--- config.mk ---
export PLATFORM = sky130hd
export DESIGN_NAME = can_mbx_txctl
export DESIGN_NICKNAME = d
export VERILOG_FILES = /design/src/rtl/can_mbx_pkg.sv /design/src/rtl/can_mbx_pick.sv /design/src/rtl/can_mbx_regif.sv /design/src/rtl/can_mbx_txstate.sv /design/src/rtl/can_mbx_irq.sv /design/src/rtl/can_mbx_txctl.sv
export SDC_FILE = /design/constraint.sdc
export NUM_CORES = 1
export LEC_CHECK = 0
export CAP_MARGIN = 20
export CORE_ASPECT_RATIO = 0.5
export CORE_UTILIZATION = 50
export CTS_CLUSTER_SIZE = 28
export DETAILED_ROUTE_END_ITERATION = 10
export GPL_TIMING_DRIVEN = 1
export PLACE_DENSITY = 0.72
export SLEW_MARGIN = 25
export SYNTH_ARGS = -nofsm -noshare
export SYNTH_HDL_FRONTEND = slang
export SYNTH_SLANG_ARGS = --single-unit
--- constraint.sdc ---
create_clock -name clk -period 4.93 [get_ports clk]
set_input_delay 0.493 -clock clk [delete_from_list [all_inputs] [get_ports clk]]
set_output_delay 0.493 -clock clk [all_outputs]
set_load 0.1 [all_outputs]
--- src/rtl/can_mbx_pkg.sv ---
package can_mbx_pkg;
  localparam int ADDR_W  = 3;
  localparam int CAUSE_W = 3;

  typedef enum logic [1:0] {
    PH_IDLE = 2'd0,
    PH_SOF  = 2'd1,
    PH_BODY = 2'd2,
    PH_IFS  = 2'd3
  } bus_phase_e;

  localparam logic [ADDR_W-1:0] A_PEND  = 3'd0;
  localparam logic [ADDR_W-1:0] A_CANC  = 3'd1;
  localparam logic [ADDR_W-1:0] A_TXACK = 3'd2;
  localparam logic [ADDR_W-1:0] A_ABORT = 3'd3;
  localparam logic [ADDR_W-1:0] A_RXD   = 3'd4;
  localparam logic [ADDR_W-1:0] A_MASK  = 3'd5;
  localparam logic [ADDR_W-1:0] A_CAUSE = 3'd6;

  localparam int CAUSE_RX = 0;
  localparam int CAUSE_TX = 1;
  localparam int CAUSE_AB = 2;
endpackage

--- src/rtl/can_mbx_pick.sv ---
module can_mbx_pick #(
  parameter int NUM_MB = 8,
  parameter int IDX_W  = $clog2(NUM_MB)
) (
  input  logic [NUM_MB-1:0] req,
  output logic [IDX_W-1:0]  idx,
  output logic              any
);
  always_comb begin
    idx = '0;
    any = |req;
    for (int i = NUM_MB - 1; i >= 0; i--) begin
      if (req[i]) idx = IDX_W'(i);
    end
  end
endmodule

--- src/rtl/can_mbx_regif.sv ---
module can_mbx_regif
  import can_mbx_pkg::*;
#(
  parameter int NUM_MB = 8
) (
  input  logic                clk,
  input  logic                rst,
  input  logic                wr_en,
  input  logic [ADDR_W-1:0]   wr_addr,
  input  logic [NUM_MB-1:0]   wr_data,
  input  logic [ADDR_W-1:0]   rd_addr,
  input  logic [NUM_MB-1:0]   pend,
  input  logic [NUM_MB-1:0]   canc,
  input  logic [NUM_MB-1:0]   txack,
  input  logic [NUM_MB-1:0]   abort,
  input  logic [NUM_MB-1:0]   rxd,
  input  logic [NUM_MB-1:0]   mask,
  input  logic [CAUSE_W-1:0]  cause,
  output logic [NUM_MB-1:0]   set_pend,
  output logic [NUM_MB-1:0]   set_canc,
  output logic [NUM_MB-1:0]   clr_txack,
  output logic [NUM_MB-1:0]   clr_abort,
  output logic [NUM_MB-1:0]   clr_rxd,
  output logic                mask_we,
  output logic [NUM_MB-1:0]   mask_wdata,
  output logic [CAUSE_W-1:0]  clr_cause,
  output logic [NUM_MB-1:0]   rd_data
);
  function automatic logic [NUM_MB-1:0] hit(input logic [ADDR_W-1:0] a);
    return (wr_en && wr_addr == a) ? wr_data : '0;
  endfunction

  assign set_pend   = hit(A_PEND);
  assign set_canc   = hit(A_CANC);
  assign clr_txack  = hit(A_TXACK);
  assign clr_abort  = hit(A_ABORT);
  assign clr_rxd    = hit(A_RXD);
  assign mask_we    = wr_en && wr_addr == A_MASK;
  assign mask_wdata = wr_data;
  assign clr_cause  = (wr_en && wr_addr == A_CAUSE) ? wr_data[CAUSE_W-1:0] : '0;

  logic [NUM_MB-1:0] rd_mux;
  always_comb begin
    unique case (rd_addr)
      A_PEND:  rd_mux = pend;
      A_CANC:  rd_mux = canc;
      A_TXACK: rd_mux = txack;
      A_ABORT: rd_mux = abort;
      A_RXD:   rd_mux = rxd;
      A_MASK:  rd_mux = mask;
      A_CAUSE: rd_mux = NUM_MB'(cause);
      default: rd_mux = '0;
    endcase
  end

  always_ff @(posedge clk) begin
    if (rst) rd_data <= '0;
    else     rd_data <= rd_mux;
  end
endmodule

--- src/rtl/can_mbx_txstate.sv ---
module can_mbx_txstate
  import can_mbx_pkg::*;
#(
  parameter int NUM_MB = 8,
  parameter int IDX_W  = $clog2(NUM_MB)
) (
  input  logic              clk,
  input  logic              rst,
  input  logic [NUM_MB-1:0] set_pend,
  input  logic [NUM_MB-1:0] set_canc,
  input  logic [NUM_MB-1:0] clr_txack,
  input  logic [NUM_MB-1:0] clr_abort,
  input  logic [1:0]        phase,
  input  logic              tx_start,
  input  logic              tx_done,
  output logic [NUM_MB-1:0] pend_q,
  output logic [NUM_MB-1:0] canc_q,
  output logic [NUM_MB-1:0] txack_q,
  output logic [NUM_MB-1:0] abort_q,
  output logic              busy_q,
  output logic [IDX_W-1:0]  cur_q,
  output logic              late_q,
  output logic [NUM_MB-1:0] ev_tx,
  output logic [NUM_MB-1:0] ev_ab,
  output logic [IDX_W-1:0]  sel,
  output logic              req
);
  logic [NUM_MB-1:0] cur_oh, start_oh, done_oh, elig, canc_req, immed;
  logic [NUM_MB-1:0] pend_n, canc_n, txack_n, abort_n;
  logic              start_ok, done_ok, late_ph, late_hit, late_eff;

  assign cur_oh = busy_q ? (NUM_MB'(1) << cur_q) : '0;
  assign elig   = pend_q & ~canc_q & ~cur_oh;

  can_mbx_pick #(.NUM_MB(NUM_MB), .IDX_W(IDX_W)) u_pick (
    .req (elig),
    .idx (sel),
    .any (req)
  );

  assign start_ok = tx_start && !busy_q && req;
  assign start_oh = start_ok ? (NUM_MB'(1) << sel) : '0;
  assign done_ok  = tx_done && busy_q;
  assign done_oh  = done_ok ? cur_oh : '0;

  assign canc_req = set_canc & pend_q;
  assign late_ph  = (bus_phase_e'(phase) == PH_SOF) || (bus_phase_e'(phase) == PH_IFS);
  assign late_hit = late_ph && |(canc_req & (cur_oh | start_oh));
  assign late_eff = late_q | late_hit;

  for (genvar i = 0; i < NUM_MB; i++) begin : g_mb
    assign immed[i]   = canc_q[i] & ~cur_oh[i];
    assign pend_n[i]  = set_pend[i] | (pend_q[i] & ~done_oh[i] & ~immed[i]);
    assign canc_n[i]  = ~done_oh[i] & ~immed[i] & (canc_q[i] | canc_req[i]);
    assign ev_tx[i]   = done_oh[i];
    assign ev_ab[i]   = immed[i] | (done_oh[i] & late_eff);
    assign txack_n[i] = ev_tx[i] | (txack_q[i] & ~clr_txack[i]);
    assign abort_n[i] = ev_ab[i] | (abort_q[i] & ~clr_abort[i]);
  end

  always_ff @(posedge clk) begin
    if (rst) begin
      pend_q  <= '0;
      canc_q  <= '0;
      txack_q <= '0;
      abort_q <= '0;
      busy_q  <= 1'b0;
      cur_q   <= '0;
      late_q  <= 1'b0;
    end else begin
      pend_q  <= pend_n;
      canc_q  <= canc_n;
      txack_q <= txack_n;
      abort_q <= abort_n;
      if (start_ok) begin
        busy_q <= 1'b1;
        cur_q  <= sel;
        late_q <= late_hit;
      end else if (done_ok) begin
        busy_q <= 1'b0;
        late_q <= 1'b0;
      end else begin
        late_q <= late_eff;
      end
    end
  end
endmodule

--- src/rtl/can_mbx_irq.sv ---
module can_mbx_irq
  import can_mbx_pkg::*;
#(
  parameter int NUM_MB = 8,
  parameter int IDX_W  = $clog2(NUM_MB)
) (
  input  logic               clk,
  input  logic               rst,
  input  logic               rx_done,
  input  logic [IDX_W-1:0]   rx_mb,
  input  logic [NUM_MB-1:0]  clr_rxd,
  input  logic [CAUSE_W-1:0] clr_cause,
  input  logic               mask_we,
  input  logic [NUM_MB-1:0]  mask_wdata,
  input  logic [NUM_MB-1:0]  ev_tx,
  input  logic [NUM_MB-1:0]  ev_ab,
  output logic [NUM_MB-1:0]  rxd_q,
  output logic [NUM_MB-1:0]  mask_q,
  output logic [CAUSE_W-1:0] cause_q,
  output logic               irq_q
);
  logic [NUM_MB-1:0]  rx_oh;
  logic [CAUSE_W-1:0] raise, cause_n;

  assign rx_oh = (rx_done && int'(rx_mb) < NUM_MB) ? (NUM_MB'(1) << rx_mb) : '0;

  always_comb begin
    raise           = '0;
    raise[CAUSE_RX] = |(rx_oh & ~mask_q);
    raise[CAUSE_TX] = |(ev_tx & ~mask_q);
    raise[CAUSE_AB] = |(ev_ab & ~mask_q);
  end

  assign cause_n = raise | (cause_q & ~clr_cause);

  always_ff @(posedge clk) begin
    if (rst) begin
      rxd_q   <= '0;
      mask_q  <= '0;
      cause_q <= '0;
      irq_q   <= 1'b0;
    end else begin
      rxd_q   <= rx_oh | (rxd_q & ~clr_rxd);
      if (mask_we) mask_q <= mask_wdata;
      cause_q <= cause_n;
      irq_q   <= |cause_n;
    end
  end
endmodule

--- src/rtl/can_mbx_txctl.sv ---
module can_mbx_txctl
  import can_mbx_pkg::*;
#(
  parameter int NUM_MB = 8,
  parameter int IDX_W  = $clog2(NUM_MB)
) (
  input  logic              clk,
  input  logic              rst,
  input  logic              standby_i,
  input  logic              wr_en_i,
  input  logic [2:0]        wr_addr_i,
  input  logic [NUM_MB-1:0] wr_data_i,
  input  logic [2:0]        rd_addr_i,
  output logic [NUM_MB-1:0] rd_data_o,
  input  logic [1:0]        phase_i,
  input  logic              tx_start_i,
  input  logic              tx_done_i,
  input  logic              rx_done_i,
  input  logic [IDX_W-1:0]  rx_mb_i,
  output logic              tx_req_o,
  output logic [IDX_W-1:0]  tx_sel_o,
  output logic              irq_o
);
  logic               rst_all;
  logic [NUM_MB-1:0]  pend_w, canc_w, txack_w, abort_w, rxd_w, mask_w;
  logic [NUM_MB-1:0]  set_pend_w, set_canc_w, clr_txack_w, clr_abort_w, clr_rxd_w;
  logic [NUM_MB-1:0]  mask_wdata_w, ev_tx_w, ev_ab_w;
  logic [CAUSE_W-1:0] cause_w, clr_cause_w;
  logic               mask_we_w, busy_w, late_w;
  logic [IDX_W-1:0]   cur_w;

  assign rst_all = rst | standby_i;

  can_mbx_regif #(.NUM_MB(NUM_MB)) u_regif (
    .clk        (clk),
    .rst        (rst_all),
    .wr_en      (wr_en_i),
    .wr_addr    (wr_addr_i),
    .wr_data    (wr_data_i),
    .rd_addr    (rd_addr_i),
    .pend       (pend_w),
    .canc       (canc_w),
    .txack      (txack_w),
    .abort      (abort_w),
    .rxd        (rxd_w),
    .mask       (mask_w),
    .cause      (cause_w),
    .set_pend   (set_pend_w),
    .set_canc   (set_canc_w),
    .clr_txack  (clr_txack_w),
    .clr_abort  (clr_abort_w),
    .clr_rxd    (clr_rxd_w),
    .mask_we    (mask_we_w),
    .mask_wdata (mask_wdata_w),
    .clr_cause  (clr_cause_w),
    .rd_data    (rd_data_o)
  );

  can_mbx_txstate #(.NUM_MB(NUM_MB), .IDX_W(IDX_W)) u_tx (
    .clk       (clk),
    .rst       (rst_all),
    .set_pend  (set_pend_w),
    .set_canc  (set_canc_w),
    .clr_txack (clr_txack_w),
    .clr_abort (clr_abort_w),
    .phase     (phase_i),
    .tx_start  (tx_start_i),
    .tx_done   (tx_done_i),
    .pend_q    (pend_w),
    .canc_q    (canc_w),
    .txack_q   (txack_w),
    .abort_q   (abort_w),
    .busy_q    (busy_w),
    .cur_q     (cur_w),
    .late_q    (late_w),
    .ev_tx     (ev_tx_w),
    .ev_ab     (ev_ab_w),
    .sel       (tx_sel_o),
    .req       (tx_req_o)
  );

  can_mbx_irq #(.NUM_MB(NUM_MB), .IDX_W(IDX_W)) u_irq (
    .clk        (clk),
    .rst        (rst_all),
    .rx_done    (rx_done_i),
    .rx_mb      (rx_mb_i),
    .clr_rxd    (clr_rxd_w),
    .clr_cause  (clr_cause_w),
    .mask_we    (mask_we_w),
    .mask_wdata (mask_wdata_w),
    .ev_tx      (ev_tx_w),
    .ev_ab      (ev_ab_w),
    .rxd_q      (rxd_w),
    .mask_q     (mask_w),
    .cause_q    (cause_w),
    .irq_q      (irq_o)
  );
endmodule

==> flow_summary.ini, run 1 <==
[run_status]
outcome = completed

[worst_setup_path]
critical_path_buf_inv_count = 1
cp.required_ns = 4.44
cp-end-kind = primary output
slowest_delay_ns = 1.16
cp_top_family = buffers and inverters
cp_slowest_cell = clkdlybuf4s50_1
crit_chain = and4b_1 > o32ai_1 > nand2_1 > a31oi_1 > clkdlybuf4s50_1
worstSetupPathType = reg2out
cp-start-kind = flop
crit_fanout = 15
cp.arrival_ns = 3.30

[synth]
synth_cell_types = 59
synth-edff-count = 0
yosysTopAreaCell = dfxtp_1
synth_top_cell_area_share = 0.354
async_flop_share = 0
syn_area_um2 = 3670
yosysSeqAreaShare = 0.354
syn_avg_cell_area_um2 = 7.95
netlist_top_cells_count = nand2_1 (95), dfxtp_1 (65), nor2_1 (48)
syn-instance-count = 462
ys.flop_type = dfxtp_1
synth_fp_nets = 488
synth_warnings = 0
synthMostInstantiatedCell = nand2_1
synthTopCellsByArea = dfxtp_1 (35%), nand2_1 (9.7%), mux2i_1 (5.7%), nor2_1 (4.9%), a21oi_1 (4.5%)
ys_ff_latch = 65

[drt]
postRouteAntennaNets = 0
drcViolationCount = 0
via_per_inst = 6.28
wirelength_um = 11000
vias = 3654
post_drt_wl_per_cell_um = 18.8
drt_pass1_iterations = 8
drtIter0Drc = 469

[global_routing]
grtUsageMet1 = 0.462
met2_usage = 0.391
grt_pass1_vias = 3311
grt_use_met3 = 0.101
grt_usage = 0.306
top_usage_layer = met1
overflow = 0
grt_max_degree = 60
grt_pass1_wl_um = 17500
antenna_found_initial = 0

[layout]
synthToLayoutAreaGrowth_pct = 18.2
fin_util = 0.631
n_fill_cell = 625
n_antenna_cell = 0
layout-drive-gt1-share = 0.0714
nets = 512

[clock_tree]
clk_latency_ns = 0.34
clk_pin_slew_ns = 0.06
hold_buffers = 0
cts_setup_buffers = 0
root_buffer = clkbuf_16
cts.repair.resized = 0
cts.sinks = 65
cts_made_buffers = 9
htree_levels = 3
clk_path_buf_depth = 2
tritoncts = yes

[timing]
setup_viol = 0
setup_tns_ns = 0
fin_crit_sh = 0.769
setup_ws_ns = 1.14
fin_skew_ns = 0.00715
slew_headroom = 0.288
finalCriticalPeriod_ns = 3.79
tightestPinTransition_ns = 1.05
hold_viol_final = 0
max_freq_mhz = 264
rsz0062_at_grt = no
drv_slew = 0

[placement]
gp_congestion = 0.914
dpl_worst_slack_ns = 1.54
dp_hpwl_um = 7780
port_buffers = 37

[floorplanning]
core_um2 = 6880
die-height_um = 62.6
die_x_um = 123
start_util = 0.534
rows = 21
ios = 39
die_area_um2 = 7710

[worst_hold_path]
hold_path_class = reg2reg

[power_and_ir_drop]
peakVddDrop_v = 0.000178
p_leak_nw = 1.51
power_density_nw_per_um2 = 282

[job]
maxCapViolCount = 0
[tightest hold or removal path, stage by stage, from the launching register on]
cell,delay [ns]
dfxtp_1,0.31
nand2_1,0.05
a21oi_1,0.05
[placed cells by master, fill, tap and decap left out, drive strengths merged, types with 4 or more instances in the layout]
| cell type | n |
|---|---|
| a21oi | 33 |
| a22oi | 13 |
| a31oi | 10 |
| and2 | 8 |
| and3 | 7 |
| and4b | 5 |
| buf | 4 |
| clkbuf | 10 |
| clkdlybuf4s50 | 37 |
| dfxtp | 65 |
| inv | 12 |
| mux2i | 21 |
| mux4 | 7 |
| nand2 | 95 |
| nand2b | 8 |
| nand4b | 7 |
| nor2 | 48 |
| nor3 | 9 |
| nor4 | 4 |
| o2111ai | 4 |
| o21ai | 12 |
| o22ai | 7 |
| or2 | 8 |
[cell families after synthesis]
| family | after synthesis | share of synthesized area |
|---|---|---|
| AND/OR/NAND/NOR | 222 | 0.305 |
| AO/OA/AOI/OAI | 106 | 0.193 |
| flip-flops | 65 | 0.354 |
| buffers and inverters | 40 | 0.0439 |
| multiplexers | 29 | 0.103 |
[metal layers]
layer | up-vias | share of wire
li1 | 1721 | -
met1 | 1708 | 0.48
met2 | 210 | 0.39
met3 | 15 | 0.12
met4 | 0 | 0.012
met5 | - | 0
[state kept, by name, summed over array words and instances, names as in the netlist, 8 cells and up]
name / cells
u_tx.abort_q: 8
u_tx.canc_q: 8
u_regif.rd_data: 8
u_tx.txack_q: 8
u_irq.rxd_q: 8
u_tx.pend_q: 8
u_irq.mask_q: 8
[metrics by stage]
stage / instance area [µm²] / std cells / hold WS [ns] / power (W)
finish: 4340 / 582 / 0.456 / 0.00122
global route: 4340 / 582 / 0.473 / 0.00126
CTS: 4340 / 582 / 0.458 / 0.00123
detailed placement: 4080 / 567 / 0.448 / 0.000657
global placement: 4080 / 567 / 0.441 / 0.000657
floorplan: 3670 / 462 / 0.433 / 0.000612
[cell type report]
| cell class | instances | area, µm² | area share |
|---|---|---|---|
| inverter | 12 | 45.0 | 0.0104 |
| clock inverter | 5 | 33.8 | 0.00778 |
| timing repair buffer | 41 | 400 | 0.0922 |
| clock buffer | 10 | 229 | 0.0527 |
| tap | 92 | 115 | 0.0265 |
| multi-input combinational | 357 | 2220 | 0.511 |
| sequential | 65 | 1300 | 0.300 |
[where the power goes]
part | switching [W] | internal [W] | total [W] | leakage [nW]
Combinational | 0.0000725 | 0.0000422 | 0.000115 | 0.858
Clock | 0.000240 | 0.000336 | 0.000576 | 0.124
Sequential | 0.00000391 | 0.000529 | 0.000533 | 0.524
[worst paths after layout]
path,startpoint,to,slack (ns),cells past startpoint
max,u_tx.cur_q[0],tx_sel_o[1],1.14,5
min reg2reg,u_tx.txack_q[3],u_tx.txack_q[3],0.46,2
max reg2reg,u_tx.busy_q,u_tx.abort_q[7],2.04,8
min,u_tx.txack_q[3],u_tx.txack_q[3],0.46,2
No activity file was read; power rests on OpenSTA's default activity.
==> run 2, diff against run 1 <==
- clock period: 4.93 -> 3.56 ns (I/O delays scaled with it)
==> run 2 against run 1 <==
Sequential share of layout area down 0.79 points. Count of clock-buffer cells in the layout up 1. Utilization up 1.7 points. Via count up 1.5%. Hold slack better by 0.00092 ns. Cell count up 1.5%. Wire length up 1.6%. Clock skew down 0.0011 ns. Highest routed layer unchanged.
==> flow_summary.ini, run 2 (synthesized netlist as in run 1, its figures left out) <==
[layout]
nets = 521
fin_util = 0.648
n_fill_cell = 626
layout-drive-gt1-share = 0.0962
mostFrequentLayoutCells = nand2_1 (95), dfxtp_1 (65), nor2_1 (48), a21oi_1 (33), clkdlybuf4s50_1 (33)
synthToLayoutAreaGrowth_pct = 21.4
final_common_cell = nand2_1
n_antenna_cell = 0

[drt]
dr_wl_met3_um = 1100
drtIter0Drc = 404
postRouteAntennaNets = 0
wirelength_um = 11100
wl_met2_um = 4320
drcViolationCount = 0
routedLengthMet1_um = 5650
drt_pass1_iterations = 5
vias = 3709
post_drt_wl_per_cell_um = 18.8
via_per_inst = 6.28
top_layer = met4

[placement]
gp_congestion = 0.927
dp_hpwl_um = 7960
port_buffers = 37

[timing]
max_freq_mhz = 334
drv_slew = 0
hold_viol_final = 0
finalCriticalPeriod_ns = 3.00
slew_headroom = 0.343
setup_viol = 0
tightestPinTransition_ns = 0.984
setup_tns_ns = 0
fin_crit_sh = 0.842
fin_skew_ns = 0.00610
rsz0062_at_grt = no

[clock_tree]
htree_levels = 3
clk_path_buf_depth = 2
root_buffer = clkbuf_16
cts_made_buffers = 9
hold_buffers = 0
cts.sinks = 65
tritoncts = yes
cts.repair.resized = 0
clk_latency_ns = 0.33
cts_setup_buffers = 0
clk_pin_slew_ns = 0.06

[run_status]
outcome = completed

[power_and_ir_drop]
power_density_nw_per_um2 = 421
intPower_w = 0.00144
swShare = 0.232
seq_power_share = 0.393
power_switching_w = 0.000435
p_leak_nw = 1.59
pwr-share-clk = 0.520
peakVddDrop_v = 0.000260
p_comb_frac = 0.087

[job]
maxCapViolCount = 0

[worst_hold_path]
hold_path_class = reg2reg
hold_path.startpoint = u_irq.rxd_q[5]

[floorplanning]
ios = 39
rows = 21
die_area_um2 = 7710
start_util = 0.534
die-height_um = 62.6
die_x_um = 123
core_um2 = 6880

[global_routing]
grt_usage = 0.307
grt_max_degree = 39
antenna_found_initial = 0
grt_pass1_wl_um = 17700
overflow = 0
grt_pass1_vias = 3266

[worst_setup_path]
cp-start-kind = flop
cp.required_ns = 3.20
critPathLaunch = u_tx.cur_q[0]
regToRegStartpoint = u_tx.cur_q[0]
crit_fanout = 15
worstSetupPathType = reg2out
cp-end-kind = primary output
cp.arrival_ns = 2.64
==> run 2: cell count changes in the layout (fill, tap and decap cells not counted), sizes merged <==
cell,previous run,this run
clkdlybuf4s50,37,33
clkbuf,10,11
buf,4,17
clkinv,3,1
clkinvlp,2,1
bufinv,0,2
==> run 2: power by group through the flow <==
stage | clock [W] | combinational (W) | sequential, W
3_3_place_gp | 0 | 0.000160 | 0.000753
6_report | 0.000975 | 0.000163 | 0.000738
3_5_place_dp | 0 | 0.000161 | 0.000753
4_1_cts | 0.000980 | 0.000161 | 0.000737
2_1_floorplan | 0 | 0.0000849 | 0.000762
5_1_grt | 0.00102 | 0.000174 | 0.000738
==> run 2: layout make-up <==
| class | count | area, µm² | area share |
|---|---|---|---|
| multi-input cells | 357 | 2210 | 0.496 |
| inverters | 12 | 45.0 | 0.0101 |
| clock buffers | 11 | 253 | 0.0567 |
| well taps | 92 | 115 | 0.0258 |
| repair buffers | 50 | 458 | 0.103 |
| clock inverters | 4 | 76.3 | 0.0171 |
| flip-flops and latches | 65 | 1300 | 0.292 |
==> run 2: path summary, 6_finish.rpt <==
kind	end	slack (ns)	cells past startpoint
min	u_irq.rxd_q[5]	0.46	2
max reg2reg	u_tx.abort_q[5]	0.58	8
min reg2reg	u_irq.rxd_q[5]	0.46	2
max	tx_sel_o[1]	0.56	5
==> run 2: per-stage QoR <==
stage	hold slack [ns]	setup slack (ns)	instance area, µm²	power, W	std cells
after floorplan	0.433	0.428	3670	0.000847	462
after global placement	0.440	0.670	4130	0.000913	576
after detailed placement	0.448	0.642	4130	0.000914	576
after CTS	0.456	0.691	4460	0.00188	591
after global routing	0.478	0.439	4460	0.00193	591
final	0.457	0.563	4460	0.00188	591
==> run 2: worst max-delay path: stages, from the launching register on <==
cell     delay (ns)
dfxtp_1        0.65
and4b_1        0.30
o32ai_1        0.57
nand2_1        0.21
a31oi_1        0.27
buf_4          0.33
==> run 2: routing by layer <==
metal  up-vias  global-route usage
li1       1736                   -
met1      1781               0.490
met2       182               0.391
met3        10              0.0967
met4         0              0.0527
met5         -                   0
